## config.mk

```make
export PLATFORM = sky130hd
export DESIGN_NAME = gpio_irq_unit
export DESIGN_NICKNAME = d
export VERILOG_FILES = /design/src/rtl/gpio_irq_pkg.sv /design/src/rtl/gpio_irq_sync.sv /design/src/rtl/gpio_irq_cfg.sv /design/src/rtl/gpio_irq_detect.sv /design/src/rtl/gpio_irq_unit.sv
export SDC_FILE = /design/constraint.sdc
export NUM_CORES = 1
export LEC_CHECK = 0
export BUFFER_PORTS_ARGS = -buffer_cell sky130_fd_sc_hd__buf_2
export CAP_MARGIN = 10
export CORE_MARGIN = 4
export CORE_UTILIZATION = 56
export CTS_CLUSTER_DIAMETER = 40
export DETAILED_ROUTE_END_ITERATION = 6
export PLACE_DENSITY = 0.82
export SLEW_MARGIN = 0
export SYNTH_ARGS = -nofsm -noshare
export SYNTH_HDL_FRONTEND = slang
export SYNTH_HIERARCHICAL = 1
export SYNTH_SLANG_ARGS = --single-unit
```

## constraint.sdc

```tcl
create_clock -name clk_i -period 1.7 [get_ports clk_i]
set_clock_uncertainty 0.05 [all_clocks]
set_input_delay 0 -clock clk_i [delete_from_list [all_inputs] [get_ports clk_i]]
set_output_delay 0 -clock clk_i [all_outputs]
set_load 0.02 [all_outputs]
```

## src/rtl/gpio_irq_pkg.sv

```systemverilog
`timescale 1ns/1ps
package gpio_irq_pkg;
  localparam int HALF_W = 16;
  localparam int ADDR_W = 6;

  // low-half offsets; the high half sits one 16-bit word above each
  localparam logic [ADDR_W-1:0] OFF_STAT = 6'h08;
  localparam logic [ADDR_W-1:0] OFF_EN   = 6'h0C;
  localparam logic [ADDR_W-1:0] OFF_TYP  = 6'h10;
  localparam logic [ADDR_W-1:0] OFF_ACT  = 6'h14;
  localparam logic [ADDR_W-1:0] OFF_HOLD = 6'h18;
  localparam logic [ADDR_W-1:0] OFF_FALL = 6'h20;
  localparam logic [ADDR_W-1:0] OFF_RISE = 6'h24;
  localparam int HALF_STEP = 2;

  typedef struct packed {
    logic [HALF_W-1:0] en;
    logic [HALF_W-1:0] typ;   // 1: edge, 0: level
    logic [HALF_W-1:0] act;   // 1: active high
    logic [HALF_W-1:0] hold;  // 1: latch edge events
    logic [HALF_W-1:0] fall;
    logic [HALF_W-1:0] rise;
  } half_cfg_t;

  function automatic logic [ADDR_W-1:0] half_addr(input logic [ADDR_W-1:0] base, input int half);
    return base + ADDR_W'(half * HALF_STEP);
  endfunction
endpackage

```

## src/rtl/gpio_irq_sync.sv

```systemverilog
`timescale 1ns/1ps
module gpio_irq_sync #(
  parameter int W = 32
) (
  input  logic         clk_i,
  input  logic         rst_ni,
  input  logic [W-1:0] d_i,
  output logic [W-1:0] q_o
);
  logic [W-1:0] meta_q, sync_q;

  always_ff @(posedge clk_i or negedge rst_ni) begin
    if (!rst_ni) begin
      meta_q <= '0;
      sync_q <= '0;
    end else begin
      meta_q <= d_i;
      sync_q <= meta_q;
    end
  end

  assign q_o = sync_q;
endmodule

```

## src/rtl/gpio_irq_cfg.sv

```systemverilog
`timescale 1ns/1ps
module gpio_irq_cfg
  import gpio_irq_pkg::*;
#(
  parameter int HALF = 0
) (
  input  logic              clk_i,
  input  logic              rst_ni,
  input  logic              we_i,
  input  logic [ADDR_W-1:0] addr_i,
  input  logic [HALF_W-1:0] wdata_i,
  output half_cfg_t         cfg_o,
  output logic [HALF_W-1:0] clr_o
);
  localparam logic [ADDR_W-1:0] A_STAT = half_addr(OFF_STAT, HALF);
  localparam logic [ADDR_W-1:0] A_EN   = half_addr(OFF_EN, HALF);
  localparam logic [ADDR_W-1:0] A_TYP  = half_addr(OFF_TYP, HALF);
  localparam logic [ADDR_W-1:0] A_ACT  = half_addr(OFF_ACT, HALF);
  localparam logic [ADDR_W-1:0] A_HOLD = half_addr(OFF_HOLD, HALF);
  localparam logic [ADDR_W-1:0] A_FALL = half_addr(OFF_FALL, HALF);
  localparam logic [ADDR_W-1:0] A_RISE = half_addr(OFF_RISE, HALF);

  half_cfg_t cfg_q;

  always_ff @(posedge clk_i or negedge rst_ni) begin
    if (!rst_ni) begin
      cfg_q <= '0;
    end else if (we_i) begin
      case (addr_i)
        A_EN:    cfg_q.en   <= wdata_i;
        A_TYP:   cfg_q.typ  <= wdata_i;
        A_ACT:   cfg_q.act  <= wdata_i;
        A_HOLD:  cfg_q.hold <= wdata_i;
        A_FALL:  cfg_q.fall <= wdata_i;
        A_RISE:  cfg_q.rise <= wdata_i;
        default: ;
      endcase
    end
  end

  assign cfg_o = cfg_q;
  assign clr_o = (we_i && addr_i == A_STAT) ? wdata_i : '0;
endmodule

```

## src/rtl/gpio_irq_detect.sv

```systemverilog
`timescale 1ns/1ps
module gpio_irq_detect
  import gpio_irq_pkg::*;
(
  input  logic              clk_i,
  input  logic              rst_ni,
  input  logic [HALF_W-1:0] s_i,
  input  half_cfg_t         cfg_i,
  input  logic [HALF_W-1:0] clr_i,
  output logic [HALF_W-1:0] st_o
);
  logic [HALF_W-1:0] prev_q, st_q, st_d;

  for (genvar b = 0; b < HALF_W; b++) begin : g_bit
    logic rise_hit, fall_hit, evt, lvl_hit;
    assign rise_hit = s_i[b] & ~prev_q[b] & cfg_i.rise[b];
    assign fall_hit = ~s_i[b] & prev_q[b] & cfg_i.fall[b];
    assign evt      = rise_hit | fall_hit;
    assign lvl_hit  = ~(s_i[b] ^ cfg_i.act[b]);

    always_comb begin
      if (!cfg_i.typ[b])      st_d[b] = lvl_hit;
      else if (cfg_i.hold[b]) st_d[b] = evt | (st_q[b] & ~clr_i[b]);  // new event beats clear
      else                    st_d[b] = evt;
    end
  end

  always_ff @(posedge clk_i or negedge rst_ni) begin
    if (!rst_ni) begin
      prev_q <= '0;
      st_q   <= '0;
    end else begin
      prev_q <= s_i;
      st_q   <= st_d;
    end
  end

  assign st_o = st_q;
endmodule

```

## src/rtl/gpio_irq_unit.sv

```systemverilog
`timescale 1ns/1ps
module gpio_irq_unit
  import gpio_irq_pkg::*;
#(
  parameter int NUM_PINS = 32
) (
  input  logic                clk_i,
  input  logic                rst_ni,
  input  logic [NUM_PINS-1:0] pin_i,
  input  logic                reg_we_i,
  input  logic [ADDR_W-1:0]   reg_addr_i,
  input  logic [HALF_W-1:0]   reg_wdata_i,
  output logic [HALF_W-1:0]   reg_rdata_o,
  output logic                irq_o
);
  localparam int NUM_HALVES = NUM_PINS / HALF_W;

  logic [NUM_PINS-1:0] pin_s;
  logic [NUM_PINS-1:0] st_all, en_all, typ_all, act_all, hold_all, fall_all, rise_all;
  half_cfg_t           cfg [NUM_HALVES];
  logic [HALF_W-1:0]   clr [NUM_HALVES];
  logic [HALF_W-1:0]   st  [NUM_HALVES];

  gpio_irq_sync #(.W(NUM_PINS)) u_sync (
    .clk_i (clk_i),
    .rst_ni(rst_ni),
    .d_i   (pin_i),
    .q_o   (pin_s)
  );

  for (genvar h = 0; h < NUM_HALVES; h++) begin : g_half
    gpio_irq_cfg #(.HALF(h)) u_cfg (
      .clk_i  (clk_i),
      .rst_ni (rst_ni),
      .we_i   (reg_we_i),
      .addr_i (reg_addr_i),
      .wdata_i(reg_wdata_i),
      .cfg_o  (cfg[h]),
      .clr_o  (clr[h])
    );

    gpio_irq_detect u_det (
      .clk_i (clk_i),
      .rst_ni(rst_ni),
      .s_i   (pin_s[h*HALF_W +: HALF_W]),
      .cfg_i (cfg[h]),
      .clr_i (clr[h]),
      .st_o  (st[h])
    );

    assign st_all  [h*HALF_W +: HALF_W] = st[h];
    assign en_all  [h*HALF_W +: HALF_W] = cfg[h].en;
    assign typ_all [h*HALF_W +: HALF_W] = cfg[h].typ;
    assign act_all [h*HALF_W +: HALF_W] = cfg[h].act;
    assign hold_all[h*HALF_W +: HALF_W] = cfg[h].hold;
    assign fall_all[h*HALF_W +: HALF_W] = cfg[h].fall;
    assign rise_all[h*HALF_W +: HALF_W] = cfg[h].rise;
  end

  always_comb begin
    reg_rdata_o = '0;
    for (int h = 0; h < NUM_HALVES; h++) begin
      if (reg_addr_i == half_addr(OFF_STAT, h)) reg_rdata_o = st[h];
      if (reg_addr_i == half_addr(OFF_EN, h))   reg_rdata_o = cfg[h].en;
      if (reg_addr_i == half_addr(OFF_TYP, h))  reg_rdata_o = cfg[h].typ;
      if (reg_addr_i == half_addr(OFF_ACT, h))  reg_rdata_o = cfg[h].act;
      if (reg_addr_i == half_addr(OFF_HOLD, h)) reg_rdata_o = cfg[h].hold;
      if (reg_addr_i == half_addr(OFF_FALL, h)) reg_rdata_o = cfg[h].fall;
      if (reg_addr_i == half_addr(OFF_RISE, h)) reg_rdata_o = cfg[h].rise;
    end
  end

  assign irq_o = |(st_all & en_all);
endmodule

```

==> impl_summary.txt <==
----------------------------------------------------
[Routing]
  Post-detailed-route wirelength per cell ... between 20 and 30 um
  DR iter-0 viols ... between 1500 and 2000
  Vias per inst ... between 6 and 7
  ANT nets after route ... 0
  DRC violation count after routing ... 0
  Via count of the routed design ... roughly 12000
  Routed Wire Length ... roughly 48000 um
  Number of iterations in the first detailed-routing pass ... 6

[Power and ir drop]
  Gate power share ... approximately an eighth
  Clock share of power ... 43.0%
  Leakage power of the design ... ~9 nW
  Int Pwr ... 15.57 mW
  Sw power ... approximately 5.8 mW
  Total power per unit cell area ... 1101 mW/mm2
  Portion of total power attributed to sequential cells ... 44.4%
  Worst IR Drop VDD ... around 1100 uV
  Switching Fraction ... 27.12%

[Timing]
  Fin crit period ... around 2400 ps
  Timing-limited maximum frequency ... approximately 420 MHz
  Number of failing setup endpoints in the final timing report ... 17
  Tightest slew margin relative to the limit ... a little under two thirds
  Final Hold Violating Endpoints ... 0
  Unrepaired setup endpoints after global routing ... true
  Number of max-slew violations in the final report ... 0
  Measured slew at the worst slew-check pin ... around 540 ps
  Worst path setup slack after routing ... -683.5 ps
  Final worst-path cycle share ... 140.2%
  Hold WS ... a little under 50 ps

[Worst setup path]
  Worst Setup End Kind ... output port
  Library cell contributing the largest single delay on the critical path ... sky130_fd_sc_hd__or4_4
  Peak per-stage delay on the critical path ... roughly 550 ps
  CP max FO ... 2
  Req. time, crit path ... ~1700 ps
  CP Cell Sequence ... a22o_1, a221oi_2, nand3_1, or4_4, buf_6
  Critical path startpoint category ... flip-flop
  Arrival time of the worst setup path ... between 2000 and 2500 ps
  Critical path buffers and inverters ... 1
  Logic depth of the worst register-to-register path ... 4
  FF-to-FF setup slack ... between 400 and 500 ps
  Critical register-to-register path startpoint ... g_half[0].u_cfg/cfg_o[79]
  Critical R2R Capture ... g_half[0].u_det/st_o[15]
  Kind of cell with the highest combined delay on the critical path ... simple AND/OR/NAND/NOR gates
  Classification of the worst setup path ... flip-flop to output port

[Synthesis]
  YS warnings ... 6
  Sequential fraction of the synthesis area ... 54.88%
  Commonest cells in the synthesized netlist ... sky130_fd_sc_hd__dfrtp_1, sky130_fd_sc_hd__mux2_2, sky130_fd_sc_hd__nand2_1
  Library cell occupying the most area in the post-synthesis netlist ... sky130_fd_sc_hd__dfrtp_1
  Cell types occupying the most area after synthesis ... sky130_fd_sc_hd__dfrtp_1, sky130_fd_sc_hd__mux2_2, sky130_fd_sc_hd__nand2_1, sky130_fd_sc_hd__mux2_4, sky130_fd_sc_hd__o211ai_1
  Most repeated cell in the gate-level netlist after synthesis ... sky130_fd_sc_hd__dfrtp_1
  Number of distinct standard cells referenced by the synthesized netlist ... 66
  Post-Syn Area ... around 0.015 mm2
  Dominant synthesized flop cell ... sky130_fd_sc_hd__dfrtp_1
  Mapped Nets ... 1248
  Synthesized area per cell ... approximately 12 um2
  Proportion of netlist area held by the largest area contributor ... between 50% and 60%
  Mapped Cells ... about 1200
  Share of async-settable or async-resettable flops after synthesis ... 100.0%
  Number of flops mapped to enable cells by yosys ... 0
  Seq cells post-synth ... 320

[Final layout]
  Layout-stage area growth over the synthesis result ... 32.97%
  Share of cells above drive strength 1 ... 40.68%
  Post-Layout Cell Count ... ~1900
  Number of antenna cells inserted ... 0
  Number of nets in the layout ... 1574

[CTS]
  Clock transition at the registers of the reported paths ... about 60 ps
  TritonCTS sink count ... 320
  Number of buffers created by CTS ... 42
  Root Buffer Master ... sky130_fd_sc_hd__clkbuf_16
  Max clock buf depth ... 3
  Worst-skew pair later-pin latency ... approximately 550 ps
  CTS H-tree lvls ... 2
  TritonCTS clock tree ... done

[Outcome]
  Violated checks ... negative setup slack
  Run status ... finished, violations left

[Global route]
  Pin count of the biggest net entering global routing ... 62
  Number of global-route vias before repair ... between 10000 and 15000
  Wire length of the first global-routing pass ... 73590 um
  Initial antenna violation count ... 0
  Total GRT Usage ... between 30% and 40%
  GRT overflow ... 0

[Hold path]
  Worst min-delay path class ... primary input to flip-flop
  Origin of the worst min-delay path ... pin_i[3]
  Terminating pin of the worst hold path ... u_sync/meta_q[3]
  Worst Hold Depth ... 2

[Floorplan]
  Number of ports placed on the die boundary ... 74
  Area of the die ... approximately 0.029 mm2
  Core Box Area ... approximately 0.025 mm2
  Die width ... between 150 and 200 um
  Number of rows in the core area ... 58
  Overall die height ... 169.4 um
  Initial cell density of the core ... ~57%

[Placement]
  Buffers added on ports ... 73
  HPWL after detailed placement ... around 31000 um
  Last weighted congestion value of the routability-driven placer ... around 0.96
  Placed Cells incl. Taps ... ~1700

[Job]
  Count of max-cap constraint violations ... 0

----------------------------------------------------
[worst max path at each step]
stage / start / end / cells after the start
2_1_floorplan: reg_addr_i[0] / reg_rdata_o[3] / 9
3_3_place_gp: reg_addr_i[0] / reg_rdata_o[8] / 12
3_5_place_dp: reg_addr_i[0] / reg_rdata_o[6] / 10
4_1_cts: g_half[0].u_det/st_o[13] / irq_o / 5
5_1_grt: g_half[1].u_det/st_o[7] / irq_o / 5
6_report: g_half[1].u_det/st_o[7] / irq_o / 5
[per-stage QoR]
step                      utilization (%)  setup TNS, ps  worst slack, ps  instance area [um2]  power [mW]
after floorplan                         -              0            12.45                14610       10.46
after global routing                76.38          -6633           -721.0                19400       22.01
after CTS                           75.89          -5052           -575.4                19280       21.23
final                               76.38          -5746           -683.5                19400       21.36
after detailed placement            66.00         -12790           -372.3                16760       11.81
after global placement              66.00         -10100           -338.6                16760       11.65
[what timing repair did]
item | 4_1_cts | 5_1_grt
endpoints found under the hold margin | 541 | 0
buffers inserted | 16 | 6
resized for setup | 116 | 24
hold buffers | 50 | 0
endpoints found under the setup margin | 17 | 17
pin swaps | 49 | 20
[power by group through the flow]
stage | logic (mW) | registers, mW | clock network, mW
3_3_place_gp | 2.17 | 9.48 | 0
3_5_place_dp | 2.27 | 9.53 | 0
2_1_floorplan | 1.31 | 9.15 | 0
6_report | 2.69 | 9.49 | 9.18
4_1_cts | 2.58 | 9.42 | 9.23
5_1_grt | 2.89 | 9.56 | 9.56
[flip-flops by register name, indices dropped and copies added (netlist names)]
register and cells:
g_half.u_cfg/cfg_o 192, g_half.u_det/prev_q 32, g_half.u_det/st_o 32, u_sync/meta_q 32, u_sync/q_o 32
[cells by family (layout without fill, tap and decap cells)]
family / count (synthesis) / in the layout / synth area share [%]
buffers and inverters: 45 / 405 / 1.749
muxes: 204 / 204 / 16.16
DFF: 320 / 320 / 54.88
AOI/OAI and AO/OA: 270 / 270 / 12.80
and+or+nand+nor: 352 / 352 / 14.41
[per-layer routing]
layer  global-route usage, %  up-vias  wire [um]
met1                   42.53     6170      18190
met2                   53.73      788      22600
li1                        -     5185          -
met5                       0        -          0
met4                   15.58        0       2697
met3                   7.244      237       4251
[cells in the final DEF (no fill, tap or decap), drive strengths merged, types with 37 or more instances in the layout]
master / count
buf: 274
clkbuf: 53
dfrtp: 320
dlygate4sd3: 50
mux2: 192
nand2: 103
o211ai: 38
o21ai: 55
or3: 37
[worst register-to-register path: cells and delay by family (launching register included)]
family / cells / cell delay [ps]
AO/OA/AOI/OAI: 2 / 230
flip-flops: 1 / 420
AND/OR/NAND/NOR: 1 / 360
buffers and inverters: 1 / 160
[cell type report]
| class | count | area (um2) |
|---|---|---|
| fill | 1536 | 5998 |
| timing repair buffer | 324 | 2776 |
| inverter | 3 | 11.26 |
| sequential | 320 | 8018 |
| multi-input combinational | 826 | 6710 |
| tap | 330 | 412.9 |
| clock buffer | 53 | 1176 |
| clock inverter | 25 | 296.5 |
No activity file was read; power rests on OpenSTA's default activity.
